--- src/rtl/mm_track_pkg.sv ---
package mm_track_pkg;
    typedef enum logic [0:0] {
        ST_PRIME = 1'b0,
        ST_TRACK = 1'b1
    } trk_state_t;
endpackage

--- src/rtl/mm_slicer.sv ---
module mm_slicer #(
    parameter int SAMPLE_W = 8
) (
    input  logic signed [SAMPLE_W-1:0] sample,
    output logic                       dec_pos
);
    // Binary slice at zero: non-negative maps to +1
    assign dec_pos = ~sample[SAMPLE_W-1];
endmodule

--- src/rtl/mm_ted.sv ---
module mm_ted #(
    parameter int SAMPLE_W = 8,
    localparam int ERR_W = SAMPLE_W + 2
) (
    input  logic signed [SAMPLE_W-1:0] cur_sample,
    input  logic                       cur_pos,
    input  logic signed [SAMPLE_W-1:0] prv_sample,
    input  logic                       prv_pos,
    output logic signed [ERR_W-1:0]    err
);
    logic signed [ERR_W-1:0] cur_ext, prv_ext, term_a, term_b;

    assign cur_ext = {{(ERR_W-SAMPLE_W){cur_sample[SAMPLE_W-1]}}, cur_sample};
    assign prv_ext = {{(ERR_W-SAMPLE_W){prv_sample[SAMPLE_W-1]}}, prv_sample};

    // Multiplying by +/-1 reduces to a conditional negation
    assign term_a = prv_pos ? cur_ext : -cur_ext;
    assign term_b = cur_pos ? prv_ext : -prv_ext;
    assign err    = term_a - term_b;
endmodule

--- src/rtl/mm_loop_filter.sv ---
module mm_loop_filter #(
    parameter int ERR_W = 10,
    parameter int THR_W = 8,
    localparam int ACC_W = ((THR_W > ERR_W) ? THR_W : ERR_W) + 2
) (
    input  logic                    clk,
    input  logic                    rst_n,
    input  logic                    upd_en,
    input  logic signed [ERR_W-1:0] err,
    input  logic [THR_W-1:0]        threshold,
    output logic                    step_en,
    output logic                    step_up,
    output logic signed [ACC_W-1:0] acc_q
);
    logic signed [ACC_W-1:0] err_ext, acc_sum;
    logic        [ACC_W-1:0] sum_mag, thr_ext;
    logic                    hit;

    assign err_ext = {{(ACC_W-ERR_W){err[ERR_W-1]}}, err};
    assign thr_ext = {{(ACC_W-THR_W){1'b0}}, threshold};

    always_comb begin
        acc_sum = acc_q + err_ext;
        sum_mag = acc_sum[ACC_W-1] ? ACC_W'(-acc_sum) : ACC_W'(acc_sum);
        hit     = (acc_sum != '0) && (sum_mag >= thr_ext);
    end

    assign step_en = upd_en && hit;
    assign step_up = ~acc_sum[ACC_W-1];

    always_ff @(posedge clk) begin
        if (!rst_n) begin
            acc_q <= '0;
        end else if (upd_en) begin
            acc_q <= hit ? '0 : acc_sum;
        end
    end
endmodule

--- src/rtl/mm_phase_ptr.sv ---
module mm_phase_ptr #(
    parameter int PHASES = 16,
    localparam int PHASE_W = $clog2(PHASES)
) (
    input  logic               clk,
    input  logic               rst_n,
    input  logic [PHASE_W-1:0] start_phase,
    input  logic               step_en,
    input  logic               step_up,
    output logic [PHASE_W-1:0] phase_q
);
    localparam logic [PHASE_W-1:0] TOP = PHASE_W'(PHASES - 1);

    always_ff @(posedge clk) begin
        if (!rst_n) begin
            phase_q <= start_phase;
        end else if (step_en) begin
            if (step_up) begin
                phase_q <= (phase_q == TOP) ? '0 : phase_q + 1'b1;
            end else begin
                phase_q <= (phase_q == '0) ? TOP : phase_q - 1'b1;
            end
        end
    end
endmodule

--- src/rtl/mm_phase_tracker.sv ---
module mm_phase_tracker
    import mm_track_pkg::*;
#(
    parameter int SAMPLE_W = 8,
    parameter int THR_W    = 8,
    parameter int PHASES   = 16,
    localparam int PHASE_W = $clog2(PHASES),
    localparam int ERR_W   = SAMPLE_W + 2
) (
    input  logic                       clk,
    input  logic                       rst_n,
    input  logic                       sample_valid,
    input  logic signed [SAMPLE_W-1:0] sample,
    input  logic [THR_W-1:0]           threshold,
    input  logic [PHASE_W-1:0]         start_phase,
    output logic                       decision,
    output logic signed [ERR_W-1:0]    ted_error,
    output logic [PHASE_W-1:0]         phase_idx
);
    localparam int ACC_W = ((THR_W > ERR_W) ? THR_W : ERR_W) + 2;

    trk_state_t state_q, state_d;

    logic                       dec_now;
    logic signed [ERR_W-1:0]    err_now;
    logic signed [SAMPLE_W-1:0] v_prev_q;
    logic                       d_prev_q;
    logic                       track_en;
    logic                       tracking;
    logic                       step_en, step_up;
    logic signed [ACC_W-1:0]    acc_q;

    // Next-state logic: PRIME_TO_TRACK on first valid sample, TRACK_HOLD after
    always_comb begin
        state_d = state_q;
        unique case (state_q)
            ST_PRIME: if (sample_valid) state_d = ST_TRACK;
            ST_TRACK: state_d = ST_TRACK;
            default:  state_d = ST_PRIME;
        endcase
    end

    always_ff @(posedge clk) begin
        if (!rst_n) state_q <= ST_PRIME;
        else        state_q <= state_d;
    end

    assign tracking = (state_q == ST_TRACK);
    assign track_en = sample_valid && tracking;

    mm_slicer #(.SAMPLE_W(SAMPLE_W)) u_slicer (
        .sample  (sample),
        .dec_pos (dec_now)
    );

    mm_ted #(.SAMPLE_W(SAMPLE_W)) u_ted (
        .cur_sample (sample),
        .cur_pos    (dec_now),
        .prv_sample (v_prev_q),
        .prv_pos    (d_prev_q),
        .err        (err_now)
    );

    mm_loop_filter #(.ERR_W(ERR_W), .THR_W(THR_W)) u_filt (
        .clk       (clk),
        .rst_n     (rst_n),
        .upd_en    (track_en),
        .err       (err_now),
        .threshold (threshold),
        .step_en   (step_en),
        .step_up   (step_up),
        .acc_q     (acc_q)
    );

    mm_phase_ptr #(.PHASES(PHASES)) u_ptr (
        .clk         (clk),
        .rst_n       (rst_n),
        .start_phase (start_phase),
        .step_en     (step_en),
        .step_up     (step_up),
        .phase_q     (phase_idx)
    );

    // Output and history registers
    always_ff @(posedge clk) begin
        if (!rst_n) begin
            decision  <= 1'b0;
            ted_error <= '0;
            v_prev_q  <= '0;
            d_prev_q  <= 1'b0;
        end else if (sample_valid) begin
            decision <= dec_now;
            v_prev_q <= sample;
            d_prev_q <= dec_now;
            unique case (state_q)
                ST_PRIME: ted_error <= '0;
                ST_TRACK: ted_error <= err_now;
                default:  ted_error <= '0;
            endcase
        end
    end
endmodule

--- config.mk ---
export PLATFORM = sky130hd
export DESIGN_NAME = mm_phase_tracker
export DESIGN_NICKNAME = d
export VERILOG_FILES = /design/src/rtl/mm_track_pkg.sv /design/src/rtl/mm_slicer.sv /design/src/rtl/mm_ted.sv /design/src/rtl/mm_loop_filter.sv /design/src/rtl/mm_phase_ptr.sv /design/src/rtl/mm_phase_tracker.sv
export SDC_FILE = /design/constraint.sdc
export NUM_CORES = 1
export LEC_CHECK = 0
export BUFFER_PORTS_ARGS = -buffer_cell sky130_fd_sc_hd__buf_2
export CAP_MARGIN = 20
export CORE_MARGIN = 8
export CORE_UTILIZATION = 57
export DETAILED_ROUTE_END_ITERATION = 6
export GPL_ROUTABILITY_DRIVEN = 0
export HOLD_SLACK_MARGIN = 0.12
export PLACE_DENSITY_LB_ADDON = 0.12
export SETUP_SLACK_MARGIN = 0.4
export SLEW_MARGIN = 25
export SYNTH_ARGS = -nofsm -noshare
export SYNTH_HDL_FRONTEND = slang
export SYNTH_HIERARCHICAL = 1
export SYNTH_SLANG_ARGS = --single-unit
--- constraint.sdc ---
create_clock -name clk -period 7.7 [get_ports clk]
set_input_delay 0.385 -clock clk [delete_from_list [all_inputs] [get_ports clk]]
set_output_delay 0.385 -clock clk [all_outputs]
set_load 0.01 [all_outputs]
==> impl_metrics.prom, run 1 <==
# TYPE chip_impl_metric gauge
chip_impl_info{name="run_status",value="completed"} 1
chip_impl_metric{name="drive_gt1_frac",unit=""} 0.178
chip_impl_metric{name="number_of_flops_mapped_to_enable_cells_by_yosys",unit=""} 4
chip_impl_metric{name="worstPathArrival",unit="ns"} 6.54
chip_impl_metric{name="timing.final.max_slew_violations",unit=""} 0
chip_impl_metric{name="clock-sinks",unit=""} 36
chip_impl_metric{name="worst_pin_slew",unit="ns"} 0.777
chip_impl_metric{name="yosys.area_share.adder",unit=""} 0.136
chip_impl_metric{name="yosys.area_share.xor_xnor",unit=""} 0.105
chip_impl_info{name="synth_top_cells_by_area",value="dfxtp_1 (19%), ha_1 (12%), xnor2_1 (6.6%)"} 1
chip_impl_metric{name="initial_core_utilization",unit=""} 0.577
chip_impl_metric{name="met3WireLength",unit="microns"} 346
chip_impl_metric{name="power.net_switching",unit="uW"} 508
chip_impl_metric{name="detail_route.wirelength",unit="mm"} 7.76
chip_impl_metric{name="ant_nets",unit=""} 0
chip_impl_metric{name="dr.pass1.iters",unit=""} 4
chip_impl_metric{name="placement_rows",unit=""} 28
chip_impl_metric{name="worst_ep_required_time",unit="ns"} 7.68
chip_impl_metric{name="cts_buffers",unit=""} 5
chip_impl_metric{name="fin_crit_sh",unit=""} 0.851
chip_impl_metric{name="synthMuxAreaShare",unit=""} 0.0544
chip_impl_metric{name="wire_per_inst",unit="microns"} 15.6
chip_impl_metric{name="post_cts_buffers",unit=""} 0
chip_impl_metric{name="nets",unit=""} 479
chip_impl_metric{name="die_w",unit="microns"} 92.5
chip_impl_metric{name="grt_max_degree",unit=""} 45
chip_impl_metric{name="cts_hold_buffers",unit=""} 0
chip_impl_metric{name="area.growth.synth_to_final",unit="%"} 10.1
chip_impl_metric{name="ctsHtreeMaxLevel",unit=""} 2
chip_impl_metric{name="route.vias.total",unit=""} 2895
chip_impl_metric{name="synth_simple_gate_area_frac",unit=""} 0.229
chip_impl_metric{name="final.setup.tns",unit="ns"} 0
chip_impl_metric{name="hold-path-cell-count",unit=""} 3
chip_impl_metric{name="io_buffer_count",unit=""} 37
chip_impl_metric{name="wl_met1",unit="mm"} 3.56
chip_impl_metric{name="yosysWarnings",unit=""} 6
chip_impl_metric{name="slew_limit_headroom",unit=""} 0.482
chip_impl_info{name="synth_top_family_by_area",value="simple AND/OR/NAND/NOR gates"} 1
chip_impl_info{name="root_buffer",value="clkbuf_8"} 1
chip_impl_metric{name="synth.top_cell.area_share",unit=""} 0.192
chip_impl_metric{name="global_route.usage.total",unit=""} 0.181
chip_impl_metric{name="final.min_clock_period",unit="ns"} 6.55
chip_impl_metric{name="drt_first_iter_violations",unit=""} 163
chip_impl_metric{name="synth_cell_type_count",unit=""} 63
chip_impl_metric{name="proportion_of_synthesized_chip_area_in_sequential_cells",unit=""} 0.228
chip_impl_metric{name="maxClockFrequency",unit="MHz"} 153
chip_impl_metric{name="drc",unit=""} 0
chip_impl_metric{name="num_antenna_cells",unit=""} 0
chip_impl_info{name="cts_tree",value="yes"} 1
chip_impl_metric{name="yosys_register_bits",unit=""} 36
chip_impl_info{name="min_path_type",value="in2reg"} 1
chip_impl_metric{name="final.hold.worst_slack",unit="ns"} 0.401
chip_impl_metric{name="final-hold-violation-count",unit=""} 0
chip_impl_info{name="rsz0062_at_grt",value="no"} 1
chip_impl_metric{name="grt_antenna_before_repair",unit=""} 0
chip_impl_metric{name="static-leakage-power",unit="uW"} 0.00167
chip_impl_metric{name="die_area",unit="sq mm"} 0.00855
chip_impl_metric{name="swShare",unit=""} 0.461
chip_impl_metric{name="insertion_delay",unit="ns"} 0.29
chip_impl_metric{name="setup_violators_final",unit=""} 0
chip_impl_metric{name="number_of_max_capacitance_violations_reported",unit=""} 0
chip_impl_info{name="maxUsedRoutingLayer",value="met4"} 1
chip_impl_metric{name="fill_cells",unit=""} 526
chip_impl_metric{name="sequentialPowerShare",unit=""} 0.210
chip_impl_metric{name="vias_in_the_first_global_route",unit=""} 2847
chip_impl_metric{name="worst_clock_skew",unit="ns"} 0.0133
chip_impl_metric{name="syn_area",unit="sq mm"} 0.00333
chip_impl_metric{name="number_of_instances_resized_during_post_cts_repair",unit=""} 0
chip_impl_metric{name="routed_via_density",unit=""} 5.82
chip_impl_metric{name="io-pin-count",unit=""} 38
chip_impl_info{name="top_flip_flop_cell_by_instance_count_after_synthesis",value="dfxtp_1"} 1
chip_impl_metric{name="placedCellCount",unit=""} 489
chip_impl_metric{name="route.met2.wl",unit="mm"} 3.77
chip_impl_metric{name="grt_remaining_overflow",unit=""} 0
chip_impl_metric{name="die_h",unit="microns"} 92.5
chip_impl_metric{name="detailed_place_hpwl",unit="mm"} 6.08
chip_impl_metric{name="critical_path_fanout_max",unit=""} 10
chip_impl_metric{name="global_route_wire_length_before_repair",unit="mm"} 13.0
chip_impl_metric{name="instances_no_fill",unit=""} 497
chip_impl_metric{name="pwr-share-clk",unit=""} 0.153
chip_impl_metric{name="clk_path_buf_depth",unit=""} 2
chip_impl_metric{name="synthCells",unit=""} 386
chip_impl_metric{name="synth.avg_cell_area",unit="sq um"} 8.64
chip_impl_metric{name="ir_worst_vdd",unit="mV"} 0.143
chip_impl_info{name="layout.cells.most_common",value="buf_2"} 1
chip_impl_metric{name="clkTransAtPathRegs",unit="ns"} 0.09
chip_impl_metric{name="power_density",unit="mW/mm^2"} 300
chip_impl_metric{name="r2r_setup_slack",unit="ns"} 1.15
chip_impl_info{name="critical_path.startpoint_type",value="flip-flop"} 1
chip_impl_metric{name="reg2reg_depth",unit=""} 27
chip_impl_metric{name="synthArstFlopShare",unit=""} 0
chip_impl_metric{name="postSynthNetCount",unit=""} 444
chip_impl_metric{name="fp.coreArea",unit="sq mm"} 0.00578
chip_impl_info{name="endpoint_kind",value="flip-flop"} 1
chip_impl_metric{name="synth-compound-area-share",unit=""} 0.200
chip_impl_info{name="final_cell_mix",value="buf_2 (37), nand2_1 (35), ha_1 (33)"} 1
chip_impl_info{name="synth.largest_area_cell",value="dfxtp_1"} 1
chip_impl_info{name="timing_worst_setup_path_type",value="reg2reg"} 1
chip_impl_metric{name="p_comb_frac",unit=""} 0.636
chip_impl_metric{name="cell_internal_pwr",unit="uW"} 593
[logic make-up after synthesis]
| logic type | after synthesis |
|---|---|
| AND/OR/NAND/NOR | 145 |
| multiplexers | 16 |
| XOR/XNOR | 39 |
| AO/OA/AOI/OAI | 79 |
| adder cells (fa/ha/maj) | 35 |
| buffers and inverters | 36 |
| flip-flops | 36 |
[power by group through the flow]
stage          clock network [uW]  registers (uW)  logic [uW]
2_1_floorplan                   0             235         548
3_5_place_dp                    0             236         695
4_1_cts                       172             231         701
3_3_place_gp                    0             235         681
5_1_grt                       181             234         779
6_report                      169             231         701
[per-layer routing]
metal,global-route usage,up-vias
li1,-,1459
met1,0.223,1379
met2,0.313,49
met3,0.0356,8
met4,0.0443,0
met5,0,-
[per-stage QoR]
step	util	cell area [sq um]	setup WS, ns	power [uW]
finish	0.635	3670	1.15	1100
global route	0.635	3670	0.468	1190
CTS	0.635	3670	1.08	1100
detailed placement	0.616	3560	0.986	931
global placement	0.616	3560	1.20	915
floorplan	-	3330	1.65	783
[state kept, by name (all words and copies together), names as in the netlist]
| register | count |
|---|---|
| u_filt/acc_q | 12 |
| state_q | 1 |
| v_prev_q | 8 |
| u_ptr/phase_q | 4 |
| ted_error | 10 |
| d_prev_q | 1 |
[layout make-up]
class,count,area [sq um],share of cell area
inverter,26,97.6,0.0266
clock buffer,5,68.8,0.0187
tap,75,93.8,0.0256
clock inverter,3,41.3,0.0112
multi-input combinational,314,2420,0.658
timing repair buffer,38,193,0.0525
sequential,36,762,0.207
[final timing paths]
path / start / to
hold reg to reg: u_filt/acc_q[9]$_SDFFE_PN0P_ / u_filt/acc_q[9]$_SDFFE_PN0P_
hold / removal: sample[3] / v_prev_q[3]$_SDFFE_PN0P_
setup / recovery: v_prev_q[0]$_SDFFE_PN0P_ / u_ptr/phase_q[0]$_DFFE_PP_
setup reg to reg: v_prev_q[0]$_SDFFE_PN0P_ / u_ptr/phase_q[0]$_DFFE_PP_
[cell usage after synthesis, drive strengths merged, types with 6 or more instances]
cell type   n
nand2      35
mux2i      12
nor3        9
a21oi      18
nor2       30
xnor2      26
nand3      13
o21ai       8
o41ai       6
a21o        7
nand3b     13
inv        26
a31oi       7
xor2       13
ha         33
nand4      11
o31ai       7
nor2b      13
dfxtp      32
o21a        6
[critical path, cell delays in order (launching register included)]
cell and delay [ns]:
dfxtp_1 0.45, inv_1 0.08, ha_1 0.28, mux2i_1 0.15
fa_1 0.50, a21oi_2 0.19, o221ai_2 0.13, or3_1 0.32
a31oi_1 0.21, xnor2_1 0.20, ha_1 0.35, a21o_1 0.23
a21o_1 0.18, a21oi_1 0.26, a21oi_1 0.15, nor2b_1 0.25
inv_1 0.22, nor2_1 0.16, xnor2_1 0.13, ha_1 0.25
a21oi_1 0.12, o21ai_0 0.10, a41oi_1 0.22, a21oi_1 0.13
nor4b_2 0.35, mux2i_4 0.21, o21a_1 0.22, nand2b_1 0.20
(Power assumes the default switching activity.)
==> run 2: changes to the inputs <==
--- a/config.mk
+++ b/config.mk
@@ -12,7 +12,7 @@
 export DETAILED_ROUTE_END_ITERATION = 6
 export GPL_ROUTABILITY_DRIVEN = 0
 export HOLD_SLACK_MARGIN = 0.12
-export PLACE_DENSITY_LB_ADDON = 0.12
+export PLACE_DENSITY = 0.78
 export SETUP_SLACK_MARGIN = 0.4
 export SLEW_MARGIN = 25
 export SYNTH_ARGS = -nofsm -noshare
==> impl_metrics.prom, run 2 (synthesis results as in run 1) <==
# TYPE chip_impl_metric gauge
chip_impl_info{name="run_status",value="completed"} 1
chip_impl_metric{name="io_buffer_count",unit=""} 37
chip_impl_metric{name="nets",unit=""} 479
chip_impl_metric{name="worst_clock_skew",unit="ns"} 0.00616
chip_impl_metric{name="maxClockFrequency",unit="MHz"} 152
chip_impl_metric{name="power_density",unit="mW/mm^2"} 299
chip_impl_info{name="top_regs",value="u_filt/acc_q (12), ted_error (10), v_prev_q (8)"} 1
chip_impl_metric{name="io-pin-count",unit=""} 38
chip_impl_info{name="top_register",value="u_filt/acc_q"} 1
chip_impl_metric{name="num_antenna_cells",unit=""} 0
chip_impl_metric{name="critical-path-max-stage-delay",unit="ns"} 0.57
chip_impl_metric{name="insertion_delay",unit="ns"} 0.29
chip_impl_metric{name="detail_route.wirelength",unit="mm"} 7.78
chip_impl_info{name="layout.cells.most_common",value="buf_2"} 1
chip_impl_metric{name="critical_path_fanout_max",unit=""} 13
chip_impl_metric{name="final.setup.tns",unit="ns"} 0
chip_impl_metric{name="grt_max_degree",unit=""} 45
chip_impl_metric{name="drt_first_iter_violations",unit=""} 81
chip_impl_metric{name="clock-sinks",unit=""} 36
chip_impl_metric{name="drive_gt1_frac",unit=""} 0.173
chip_impl_metric{name="grt_antenna_before_repair",unit=""} 0
chip_impl_info{name="timing.critical_path.slowest_stage_cell",value="dfxtp_1"} 1
chip_impl_metric{name="slew_limit_headroom",unit=""} 0.497
chip_impl_metric{name="route.vias.total",unit=""} 2909
chip_impl_metric{name="cts_hold_buffers",unit=""} 0
chip_impl_metric{name="r2r_setup_slack",unit="ns"} 1.10
chip_impl_info{name="root_buffer",value="clkbuf_8"} 1
chip_impl_metric{name="worst_pin_slew",unit="ns"} 0.755
chip_impl_metric{name="wire_per_inst",unit="microns"} 15.7
chip_impl_metric{name="cts_buffers",unit=""} 5
chip_impl_info{name="cp_top_family",value="compound AO/OA/AOI/OAI gates"} 1
chip_impl_metric{name="global_route_wire_length_before_repair",unit="mm"} 12.9
chip_impl_metric{name="setup_violators_final",unit=""} 0
chip_impl_info{name="min_path_type",value="in2reg"} 1
chip_impl_metric{name="routed_via_density",unit=""} 5.85
chip_impl_metric{name="fp.coreArea",unit="sq mm"} 0.00578
chip_impl_metric{name="grt_remaining_overflow",unit=""} 0
chip_impl_metric{name="ant_nets",unit=""} 0
chip_impl_metric{name="die_area",unit="sq mm"} 0.00855
chip_impl_metric{name="timing.final.max_slew_violations",unit=""} 0
chip_impl_metric{name="final.min_clock_period",unit="ns"} 6.60
chip_impl_info{name="final_cell_mix",value="buf_2 (37), nand2_1 (35), ha_1 (33)"} 1
chip_impl_metric{name="fill_cells",unit=""} 485
chip_impl_metric{name="die_h",unit="microns"} 92.5
chip_impl_metric{name="ir_worst_vdd",unit="mV"} 0.160
chip_impl_metric{name="die_w",unit="microns"} 92.5
chip_impl_metric{name="dr.pass1.iters",unit=""} 4
chip_impl_metric{name="path_buf_inv",unit=""} 1
chip_impl_metric{name="area.growth.synth_to_final",unit="%"} 10.0
chip_impl_metric{name="placement_rows",unit=""} 28
chip_impl_metric{name="drc",unit=""} 0
chip_impl_metric{name="worst_ep_required_time",unit="ns"} 7.69
chip_impl_metric{name="number_of_max_capacitance_violations_reported",unit=""} 0
chip_impl_metric{name="static-leakage-power",unit="uW"} 0.00166
chip_impl_metric{name="detailed_place_hpwl",unit="mm"} 6.07
chip_impl_info{name="cts_tree",value="yes"} 1
chip_impl_metric{name="worstPathArrival",unit="ns"} 6.59
chip_impl_metric{name="post_cts_buffers",unit=""} 0
chip_impl_metric{name="vias_in_the_first_global_route",unit=""} 2820
chip_impl_info{name="critical_path.startpoint_type",value="flip-flop"} 1
chip_impl_metric{name="max_ffs_per_register",unit=""} 12
chip_impl_info{name="rsz0062_at_grt",value="no"} 1
chip_impl_metric{name="clkTransAtPathRegs",unit="ns"} 0.08
chip_impl_info{name="cp_common_cell",value="a21oi_1"} 1
chip_impl_metric{name="initial_core_utilization",unit=""} 0.577
chip_impl_metric{name="number_of_instances_resized_during_post_cts_repair",unit=""} 0
chip_impl_metric{name="worst_slack",unit="ns"} 1.10
chip_impl_metric{name="global_route.usage.total",unit=""} 0.180
chip_impl_metric{name="fin_crit_sh",unit=""} 0.857
chip_impl_metric{name="preCtsSetupSlack",unit="ns"} 1.04
chip_impl_info{name="endpoint_kind",value="flip-flop"} 1
chip_impl_metric{name="ctsHtreeMaxLevel",unit=""} 2
chip_impl_metric{name="final-hold-violation-count",unit=""} 0
chip_impl_info{name="timing_worst_setup_path_type",value="reg2reg"} 1
chip_impl_metric{name="clk_path_buf_depth",unit=""} 2
run 2: final timing paths:
| kind | end | cells after the start | startpoint |
|---|---|---|---|
| worst max-delay path | u_ptr/phase_q[3]$_DFFE_PP_ | 25 | d_prev_q$_SDFFE_PN0P_ |
| worst min-delay path | u_ptr/phase_q[2]$_DFFE_PP_ | 2 | start_phase[2] |
| worst max register to register | u_ptr/phase_q[3]$_DFFE_PP_ | 25 | d_prev_q$_SDFFE_PN0P_ |
| worst min register to register | u_filt/acc_q[10]$_SDFFE_PN0P_ | 2 | u_filt/acc_q[10]$_SDFFE_PN0P_ |
run 2: per-layer routing:
metal	routed length, microns	up-vias	global-route usage
met5	0	-	0
met4	100	0	0.0537
met3	295	8	0.0380
met2	3950	55	0.328
met1	3430	1385	0.205
li1	-	1461	-
run 2: per-stage QoR:
step | util | cells | cell area, sq um | hold WS (ns) | total power (uW)
2_1_floorplan | - | 386 | 3330 | 0.432 | 783
3_3_place_gp | 0.616 | 489 | 3560 | 0.446 | 907
3_5_place_dp | 0.616 | 489 | 3560 | 0.453 | 929
4_1_cts | 0.635 | 497 | 3670 | 0.392 | 1100
5_1_grt | 0.635 | 497 | 3670 | 0.392 | 1190
6_report | 0.635 | 497 | 3670 | 0.396 | 1100
run 2: layout make-up:
class | count | area [sq um] | share of cell area
tap | 75 | 93.8 | 0.0256
inverter | 26 | 97.6 | 0.0266
clock inverter | 2 | 35.0 | 0.00955
timing repair buffer | 38 | 193 | 0.0525
sequential | 36 | 761 | 0.207
clock buffer | 6 | 72.6 | 0.0198
multi-input combinational | 314 | 2420 | 0.659
run 2: worst register-to-register path, stage by stage, from the launching register on:
cell and delay [ns]:
dfxtp_1 0.57, mux2_2 0.43, fa_1 0.48, a21oi_2 0.19
o221ai_2 0.13, or3_1 0.33, a31oi_1 0.21, xnor2_1 0.18
ha_1 0.34, a21o_1 0.23, a21o_1 0.18, a21oi_1 0.29
a21oi_1 0.15, nor2b_1 0.24, inv_1 0.21, nor2_1 0.16
xnor2_1 0.13, ha_1 0.26, a21oi_1 0.12, o21ai_0 0.11
a41oi_1 0.22, a21oi_1 0.14, nor4b_2 0.38, mux2i_4 0.22
o21a_1 0.22, nand2b_1 0.21
run 2: where the power goes:
group          switching, uW  internal [uW]  total [uW]  leakage, uW
clock network           67.4           96.1         163    0.0000552
logic                    418            286         704      0.00131
registers               19.3            211         230     0.000301
total                    504            593        1100      0.00166
==> run 3: changes to the inputs <==
==> constraint.sdc (replaced) <==
create_clock -name clk -period 6.35 [get_ports clk]
set_input_delay 0.3175 -clock clk [delete_from_list [all_inputs] [get_ports clk]]
set_output_delay 0.3175 -clock clk [all_outputs]
set_load 0.01 [all_outputs]
==> impl_metrics.prom, run 3 (synthesis results as in run 1) <==
# TYPE chip_impl_metric gauge
chip_impl_info{name="run_status",value="completed"} 1
chip_impl_metric{name="worst_ep_required_time",unit="ns"} 6.54
chip_impl_metric{name="grt_remaining_overflow",unit=""} 0
chip_impl_metric{name="vias_in_the_first_global_route",unit=""} 2992
chip_impl_metric{name="worst_pin_slew",unit="ns"} 0.793
chip_impl_metric{name="power_density",unit="mW/mm^2"} 384
chip_impl_metric{name="clk_path_buf_depth",unit=""} 2
chip_impl_metric{name="drive_gt1_frac",unit=""} 0.249
chip_impl_info{name="cts_tree",value="yes"} 1
chip_impl_metric{name="die_area",unit="sq mm"} 0.00855
chip_impl_metric{name="worst_clock_skew",unit="ns"} 0.00521
chip_impl_metric{name="instances_no_fill",unit=""} 509
chip_impl_metric{name="post_dp_cell_area",unit="sq mm"} 0.00359
chip_impl_metric{name="grt_max_degree",unit=""} 45
chip_impl_info{name="timing.critical_path.slowest_stage_cell",value="dfxtp_4"} 1
chip_impl_metric{name="clock-sinks",unit=""} 36
chip_impl_metric{name="worstPathArrival",unit="ns"} 5.89
chip_impl_metric{name="routed_via_density",unit=""} 5.92
chip_impl_metric{name="ctsHtreeMaxLevel",unit=""} 2
chip_impl_metric{name="critical_path_fanout_max",unit=""} 9
chip_impl_metric{name="wire_per_inst",unit="microns"} 16.7
chip_impl_metric{name="detail_route.wirelength",unit="mm"} 8.48
chip_impl_metric{name="preCtsSetupSlack",unit="ns"} 0.0609
chip_impl_info{name="critical_path.startpoint_type",value="flip-flop"} 1
chip_impl_metric{name="slew_limit_headroom",unit=""} 0.471
chip_impl_metric{name="sequential_cell_area",unit="sq um"} 768
chip_impl_metric{name="die_h",unit="microns"} 92.5
chip_impl_info{name="cp_top_family",value="compound AO/OA/AOI/OAI gates"} 1
chip_impl_metric{name="setup_violators_final",unit=""} 0
chip_impl_info{name="top_register",value="u_filt/acc_q"} 1
chip_impl_metric{name="ant_nets",unit=""} 0
chip_impl_metric{name="detailed_place_hpwl",unit="mm"} 6.21
chip_impl_metric{name="global_route.usage.total",unit=""} 0.187
chip_impl_metric{name="fill_cells",unit=""} 455
chip_impl_metric{name="cts_buffers",unit=""} 5
chip_impl_metric{name="p_total",unit="uW"} 1500
chip_impl_metric{name="layout.cell_area.non_filler",unit="sq mm"} 0.00390
chip_impl_metric{name="final-hold-violation-count",unit=""} 0
chip_impl_metric{name="ir_worst_vdd",unit="mV"} 0.235
chip_impl_metric{name="area.growth.synth_to_final",unit="%"} 17.1
chip_impl_metric{name="static-leakage-power",unit="uW"} 0.00174
chip_impl_metric{name="num_antenna_cells",unit=""} 0
chip_impl_metric{name="multi_input_comb_area",unit="sq mm"} 0.00255
chip_impl_metric{name="die_w",unit="microns"} 92.5
chip_impl_info{name="layout.cells.most_common",value="buf_2"} 1
chip_impl_info{name="timing_worst_setup_path_type",value="reg2reg"} 1
chip_impl_metric{name="number_of_max_capacitance_violations_reported",unit=""} 0
chip_impl_info{name="rsz0062_at_grt",value="no"} 1
chip_impl_metric{name="io_buffer_count",unit=""} 37
chip_impl_metric{name="dr.pass1.iters",unit=""} 7
chip_impl_metric{name="drt_first_iter_violations",unit=""} 158
chip_impl_metric{name="global_route_wire_length_before_repair",unit="mm"} 13.3
chip_impl_metric{name="worst_slack",unit="ns"} 0.651
chip_impl_metric{name="path_buf_inv",unit=""} 3
chip_impl_metric{name="critical-path-max-stage-delay",unit="ns"} 0.39
chip_impl_info{name="endpoint_kind",value="flip-flop"} 1
chip_impl_metric{name="initial_core_utilization",unit=""} 0.577
chip_impl_metric{name="placement_rows",unit=""} 28
chip_impl_metric{name="maxClockFrequency",unit="MHz"} 175
chip_impl_metric{name="insertion_delay",unit="ns"} 0.29
chip_impl_metric{name="timing.final.max_slew_violations",unit=""} 0
chip_impl_metric{name="grt_antenna_before_repair",unit=""} 0
chip_impl_info{name="root_buffer",value="clkbuf_8"} 1
chip_impl_metric{name="placedCellCount",unit=""} 493
chip_impl_metric{name="fin_crit_sh",unit=""} 0.897
chip_impl_metric{name="clkTransAtPathRegs",unit="ns"} 0.08
chip_impl_metric{name="io-pin-count",unit=""} 38
chip_impl_metric{name="drc",unit=""} 0
chip_impl_info{name="final_cell_mix",value="buf_2 (37), nand2_1 (35), ha_1 (31)"} 1
chip_impl_metric{name="route.vias.total",unit=""} 3012
chip_impl_metric{name="fp.coreArea",unit="sq mm"} 0.00578
chip_impl_metric{name="max_ffs_per_register",unit=""} 12
chip_impl_metric{name="final.setup.tns",unit="ns"} 0
chip_impl_info{name="top_regs",value="u_filt/acc_q (12), ted_error (10), v_prev_q (8)"} 1
chip_impl_info{name="min_path_type",value="in2reg"} 1
chip_impl_metric{name="nets",unit=""} 491
chip_impl_metric{name="final.min_clock_period",unit="ns"} 5.70
[run 3: changes by cell type in the layout (fill, tap and decap cells not counted), moves of 2 or more]
cell,delta
a21oi_1,-3
a21oi_2,+2
buf_4,+12
dfxtp_1,-2
dfxtp_4,+2
ha_1,-2
nor2_1,-2
nor2_2,+2
o2111ai_1,-2
o2111ai_2,+2
[run 3: report_power, final]
part	leakage, uW	switching [uW]	internal [uW]	total [uW]
Sequential	0.000302	23.1	255	278
Combinational	0.00139	583	433	1020
Clock	0.0000541	88.4	116	205
[run 3: per-layer routing]
layer	vias up	wire length (microns)	track usage
met4	0	255	0.0792
met1	1415	3450	0.204
met2	89	4390	0.346
met3	22	379	0.0324
li1	1486	-	-
met5	-	0	0
[run 3: path summary, 6_finish.rpt]
| path | depth (start not counted) | slack, ns | to | start |
|---|---|---|---|---|
| hold / removal | 2 | 0.33 | u_ptr/phase_q[1]$_DFFE_PP_ | start_phase[1] |
| setup reg to reg | 27 | 0.65 | u_filt/acc_q[5]$_SDFFE_PN0P_ | v_prev_q[1]$_SDFFE_PN0P_ |
| setup / recovery | 27 | 0.65 | u_filt/acc_q[5]$_SDFFE_PN0P_ | v_prev_q[1]$_SDFFE_PN0P_ |
| hold reg to reg | 2 | 0.47 | ted_error[5]$_SDFFE_PN0P_ | ted_error[5]$_SDFFE_PN0P_ |
[run 3: timing repair]
item                                    in CTS  in global routing
gates resized for setup                      4                 26
pin swaps                                    3                 14
setup buffers                                3                  5
endpoints found under the setup margin      16                 16
hold buffers                                 0                  0
[run 3: cell type report]
| class | count | share of cell area |
|---|---|---|
| Clock buffer | 5 | 0.0176 |
| Clock inverter | 3 | 0.0109 |
| Inverter | 26 | 0.0250 |
| Multi-Input combinational cell | 314 | 0.653 |
| Sequential cell | 36 | 0.197 |
| Tap cell | 75 | 0.0240 |
| Timing Repair Buffer | 50 | 0.0724 |
[run 3: stage by stage]
step	utilization	hold slack, ns
6_report	0.675	0.327
5_1_grt	0.675	0.329
4_1_cts	0.646	0.321
3_5_place_dp	0.621	0.457
3_3_place_gp	0.621	0.443
2_1_floorplan	-	0.432
